## src/rtl/irq_pkg.sv

```systemverilog
// Shared definitions for the interrupt aggregator: source bit positions
// and the output mode encoding. Assumes four sources in the order below.
package irq_pkg;
    localparam int SRC_EVENT = 0;
    localparam int SRC_GPI   = 1;
    localparam int SRC_LOGIC = 2;
    localparam int SRC_OVFL  = 3;

    typedef enum logic {
        MODE_HOLD  = 1'b0,
        MODE_PULSE = 1'b1
    } irq_mode_e;
endpackage

```

## src/rtl/irq_flag_bank.sv

```systemverilog
// Sticky flag register bank. Each bit is set by its strobe and cleared by
// its write-1 request, and set wins a tie. Also exposes the next-state
// value so that the parent can judge a clear before it lands.
// Assumes one-cycle strobes that are synchronous to clk.
module irq_flag_bank #(
    parameter int N_SRC = 4
) (
    input  logic             clk,
    input  logic             rst_n,
    input  logic [N_SRC-1:0] set_i,
    input  logic [N_SRC-1:0] clr_i,
    output logic [N_SRC-1:0] flags_o,
    output logic [N_SRC-1:0] flags_nxt_o
);
    logic [N_SRC-1:0] flags_q;

    // Next state: clear first, then set, so that set has priority.
    always_comb flags_nxt_o = (flags_q & ~clr_i) | set_i;

    // Flag storage with synchronous reset.
    always_ff @(posedge clk) begin
        if (!rst_n) flags_q <= '0;
        else        flags_q <= flags_nxt_o;
    end

    assign flags_o = flags_q;

    p_set_sticks_r2: assert property (@(posedge clk) disable iff (!rst_n)
        (|set_i) |=> ((flags_q & $past(set_i)) == $past(set_i)));
    p_clear_lands_r3: assert property (@(posedge clk) disable iff (!rst_n)
        (|(clr_i & ~set_i)) |=> ((flags_q & $past(clr_i & ~set_i)) == '0));
    p_idle_hold_r2: assert property (@(posedge clk) disable iff (!rst_n)
        (set_i == '0 && clr_i == '0) |=> $stable(flags_q));
endmodule

```

## src/rtl/irq_gap_timer.sv

```systemverilog
// Release-window timer. A start loads GAP_US, and each tick counts down
// until zero. A start has priority over a tick, so a new start restarts
// the window. Assumes tick_i is a one-cycle pulse.
module irq_gap_timer #(
    parameter int GAP_US = 50
) (
    input  logic clk,
    input  logic rst_n,
    input  logic start_i,
    input  logic tick_i,
    output logic busy_o
);
    localparam int CW = $clog2(GAP_US + 1);
    localparam logic [CW-1:0] GAP_LD = CW'(GAP_US);

    logic [CW-1:0] cnt_q;

    // Load on start, count down on ticks while non-zero.
    always_ff @(posedge clk) begin
        if (!rst_n)                     cnt_q <= '0;
        else if (start_i)               cnt_q <= GAP_LD;
        else if (tick_i && cnt_q != '0) cnt_q <= cnt_q - 1'b1;
    end

    assign busy_o = (cnt_q != '0);

    p_start_loads_r9: assert property (@(posedge clk) disable iff (!rst_n)
        start_i |=> (cnt_q == GAP_LD));
    p_no_tick_hold_r7: assert property (@(posedge clk) disable iff (!rst_n)
        (!start_i && !tick_i) |=> $stable(cnt_q));
    p_count_bound_r7: assert property (@(posedge clk) disable iff (!rst_n)
        cnt_q <= GAP_LD);
endmodule

```

## src/rtl/irq_pulse_merge.sv

```systemverilog
// Top of the interrupt aggregator. Masks the sticky flags with their
// enables and detects, in pulse mode, a clear that leaves other enabled
// flags pending. It runs the release timer and registers the active-low
// line. Assumes the inputs are synchronous to clk.
module irq_pulse_merge #(
    parameter int N_SRC  = 4,
    parameter int GAP_US = 50
) (
    input  logic             clk,
    input  logic             rst_n,
    input  logic [N_SRC-1:0] set_i,
    input  logic [N_SRC-1:0] clr_i,
    input  logic [N_SRC-1:0] en_i,
    input  logic             pulse_mode_i,
    input  logic             us_tick_i,
    output logic [N_SRC-1:0] flags_o,
    output logic             irq_n_o
);
    import irq_pkg::*;

    logic [N_SRC-1:0] flags;
    logic [N_SRC-1:0] flags_nxt;
    logic [N_SRC-1:0] dropped;
    logic             any_pend;
    logic             still_pend;
    logic             restart;
    logic             busy;
    logic             irq_n_q;
    irq_mode_e        mode;

    irq_flag_bank #(.N_SRC(N_SRC)) u_flags (
        .clk         (clk),
        .rst_n       (rst_n),
        .set_i       (set_i),
        .clr_i       (clr_i),
        .flags_o     (flags),
        .flags_nxt_o (flags_nxt)
    );

    // Decode the mode and find enabled flags that this clear removes.
    always_comb begin
        mode       = irq_mode_e'(pulse_mode_i);
        dropped    = flags & en_i & clr_i & ~set_i;
        any_pend   = |(flags & en_i);
        still_pend = |(flags_nxt & en_i);
        restart    = (mode == MODE_PULSE) && (|dropped) && still_pend;
    end

    irq_gap_timer #(.GAP_US(GAP_US)) u_gap (
        .clk     (clk),
        .rst_n   (rst_n),
        .start_i (restart),
        .tick_i  (us_tick_i),
        .busy_o  (busy)
    );

    // Glitch-free output register: low only when pending and not released.
    always_ff @(posedge clk) begin
        if (!rst_n) irq_n_q <= 1'b1;
        else        irq_n_q <= ~(any_pend & ~busy);
    end

    assign flags_o = flags;
    assign irq_n_o = irq_n_q;

    p_masked_quiet_r5: assert property (@(posedge clk) disable iff (!rst_n)
        ((flags & en_i) == '0) |=> irq_n_o);
    p_window_releases_r7: assert property (@(posedge clk) disable iff (!rst_n)
        restart |=> ##1 irq_n_o);
    p_hold_mode_quiet_r6: assert property (@(posedge clk) disable iff (!rst_n)
        (mode == MODE_HOLD) |-> !restart);
    p_disabled_no_window_r5: assert property (@(posedge clk) disable iff (!rst_n)
        (dropped == '0) |-> !restart);
endmodule

```

## config.mk

```make
export PLATFORM = sky130hd
export DESIGN_NAME = irq_pulse_merge
export DESIGN_NICKNAME = d
export VERILOG_FILES = /design/src/rtl/irq_pkg.sv /design/src/rtl/irq_flag_bank.sv /design/src/rtl/irq_gap_timer.sv /design/src/rtl/irq_pulse_merge.sv
export SDC_FILE = /design/constraint.sdc
export NUM_CORES = 1
export LEC_CHECK = 0
export BUFFER_PORTS_ARGS = -buffer_cell sky130_fd_sc_hd__buf_4
export CORE_AREA = 3 3 45 47
export CTS_CLUSTER_SIZE = 24
export DETAILED_ROUTE_END_ITERATION = 12
export DIE_AREA = 0 0 48 50
export MAX_ROUTING_LAYER = met4
export PLACE_DENSITY = 0.73
export SLEW_MARGIN = 25
export SYNTH_ARGS = -nofsm -noshare
export SYNTH_HDL_FRONTEND = slang
export SYNTH_SLANG_ARGS = --single-unit
```

## constraint.sdc

```tcl
create_clock -name clk -period 1.8 [get_ports clk]
set_input_delay 0.09 -clock clk [delete_from_list [all_inputs] [get_ports clk]]
set_output_delay 0.09 -clock clk [all_outputs]
set_load 0.01 [all_outputs]
```

==> qor.yml <==
global_route:
  grt_use_total_pct: 14.2
  grt_pass1_wl_mm: 2.38
  grt-busiest-layer: "met2"
  met1_usage_pct: 17.5
  grt_pass1_vias: 575
  grt_max_degree: 9
  antenna_found_initial: 0
  use_met3_pct: 2.55
  globalRouteMet2Util_pct: 21.6
  overflow: 0
power_and_ir_drop:
  power_mw: 1.05
  power_density_nw_per_um2: 1240
  leakage_nw: 0.370
  swShare_pct: 38.6
  switching_power_uw: 406
  p_seq_share_pct: 38.1
  power_frac_comb_pct: 46.0
  ir_drop_mv: 0.564
  clkPwrFrac_pct: 15.9
  intPower_uw: 647
sta:
  worst_slack_ns: 0.311
  timing.fmax_ghz: 0.671
  clock-skew-final_ns: 0.00446
  setup_tns_ns: 0
  tightest_slew_ns: 0.371
  slew_headroom_pct: 74.9
  fin_crit_sh_pct: 82.7
  rsz0062_at_grt: "false"
  slew_viol_final: 0
  period_needed_ns: 1.49
  finalHoldViolCount: 0
  setup_violations: 0
floorplanning:
  die_h_um: 50
  coreArea_um2: 1690
  die_x_um: 48
  die_area_um2: 2400
  start_util_pct: 39.1
  ios: 21
  rows: 15
cts:
  clockBufferDepth: 2
  cts.sinks: 11
  clkTransAtPathRegs_ns: 0.07
  cts_buffers: 3
  post_cts_buffers: 0
  clk_latency_ns: 0.27
  htree_num_levels: 1
  root_buffer: "clkbuf_4"
  tritoncts: "yes"
  cts_resized: 0
  hold_buffers: 0
logic_synthesis:
  ys_seq_area_share_pct: 33.3
  syn-num-nets: 91
  yosys_register_bits: 11
  ys_warn_count: 0
  synth_cell_types: 31
  netlist_instances: 73
  synth_area_um2: 661
  synth.avg_cell_area_um2: 9.05
setup_path:
  worstSetupPathType: "reg2reg"
  timing.critical_path.cells: "inv_1 -> ha_1 -> nand2b_4 -> o41ai_4 -> mux2i_1 -> o2bb2ai_1"
  crit_buf_inv: 1
  path_delay_family: "compound AO/OA/AOI/OAI gates"
  cp-start-kind: "register"
  cp_max_fo: 3
  critical_path.slowest_cell: "dfxtp_1"
  crit_path_end_kind: "register"
  arrival_ns: 1.69
  worstPathRequired_ns: 2.00
  worst_path_largest_cell_delay_ns: 0.33
layout:
  fin_util_pct: 50.4
  final_common_cell: "buf_4"
  fin_cells: 113
  n_antenna_cell: 0
  layout_common_cells: "buf_4 (20), nor2_1 (11), dfxtp_1 (11), o21ai_0 (5)"
  area_growth_syn_to_layout_pct: 28.8
  nNetsFinal: 115
  drive_gt1_share_pct: 28.1
placed_design:
  dp_cells: 109
  portBuffers: 20
  dp_hpwl_mm: 1.20
  dp_worst_setup_slack_ns: 0.312
  place.gp.congestion: 0.758
detailed_routing:
  wl_mm: 1.44
  drtPass1Iterations: 4
  wl_per_cell_um: 12.7
  drc: 0
  vias: 635
  ant_nets: 0
  viasPerCell: 5.62
  drtIter0Drc: 20
run:
  cap_viol_max_count: 0
worst_hold_path:
  hp-class: "in2reg"
status:
  status: "complete, no violations"
## final timing paths
path / startpoint / end / slack, ns / depth (start not counted)
setup / recovery: u_gap.cnt_q[0] / u_gap.cnt_q[1] / 0.31 / 6
hold / removal: set_i[3] / u_flags.flags_o[3] / 0.05 / 3
setup reg to reg: u_gap.cnt_q[0] / u_gap.cnt_q[1] / 0.31 / 6
hold reg to reg: u_gap.cnt_q[5] / irq_n_o / 0.58 / 2
## power groups by stage
stage                     Clock, mW  Sequential [mW]  Combinational, mW
final                         0.168            0.401              0.484
after global routing          0.187            0.414              0.541
after CTS                     0.169            0.402              0.489
after detailed placement          0            0.409              0.486
after global placement            0            0.404              0.466
after floorplan                   0            0.376              0.392
## cells by family (layout without fill, tap and decap cells)
| group | Yosys count | after routing | synth area share [%] |
|---|---|---|---|
| simple gates | 31 | 31 | 29.7 |
| compound gates | 21 | 21 | 25.4 |
| flops | 11 | 11 | 33.3 |
| buf+inv | 5 | 28 | 3.41 |
| fa+ha+maj | 2 | 2 | 3.79 |
| mux | 2 | 2 | 3.03 |
| xor+xnor | 1 | 1 | 1.33 |
## cell type report
cell class	instances	area, µm²
fillers	165	838
multi-input cells	57	418
flip-flops and latches	11	220
repair buffers	20	150
clock buffers	4	26.3
well taps	17	21.3
inverters	4	15.0
## state kept, by name (all words and copies together) (netlist names)
signal	cells
u_gap.cnt_q	6
irq_n_o	1
u_flags.flags_o	4
## metrics by stage
step	hold slack, ns	cell area (µm²)
final	0.0489	851
after global routing	0.0665	851
after CTS	0.0491	851
after detailed placement	0.319	825
after global placement	0.315	825
after floorplan	0.207	661
## routing by layer
metal / share of wire [%] / routed length, µm
met3: 6.1 / 88
met2: 49 / 704
met1: 43 / 613
met4: 2.4 / 34
met5: 0 / 0
## cell usage after synthesis (all sizes together)
cell | instances | area share [%]
a211oi | 2 | 3.0
a21oi | 3 | 2.3
a22oi | 2 | 2.3
and4 | 1 | 1.3
buf | 1 | 1.1
dfxtp | 11 | 33
ha | 2 | 3.8
inv | 4 | 2.3
mux2i | 2 | 3.0
nand2 | 4 | 2.3
nand2b | 2 | 3.0
nand3b | 1 | 1.1
nand4 | 1 | 0.95
nand4b | 4 | 5.3
nor2 | 11 | 6.3
nor2b | 4 | 3.8
nor3 | 1 | 0.76
nor4b | 2 | 4.9
o211ai | 1 | 1.1
o21a | 1 | 1.1
o21ai | 5 | 3.8
o22ai | 1 | 0.95
o2bb2ai | 2 | 2.7
o311a | 1 | 1.5
o31ai | 1 | 1.1
o41ai | 2 | 5.5
xnor2 | 1 | 1.3
## tightest hold or removal path, cell delays in order
cell,delay (ns)
buf_4,0.08
nor2_1,0.03
nor2_1,0.07
(Power assumes the default switching activity.)
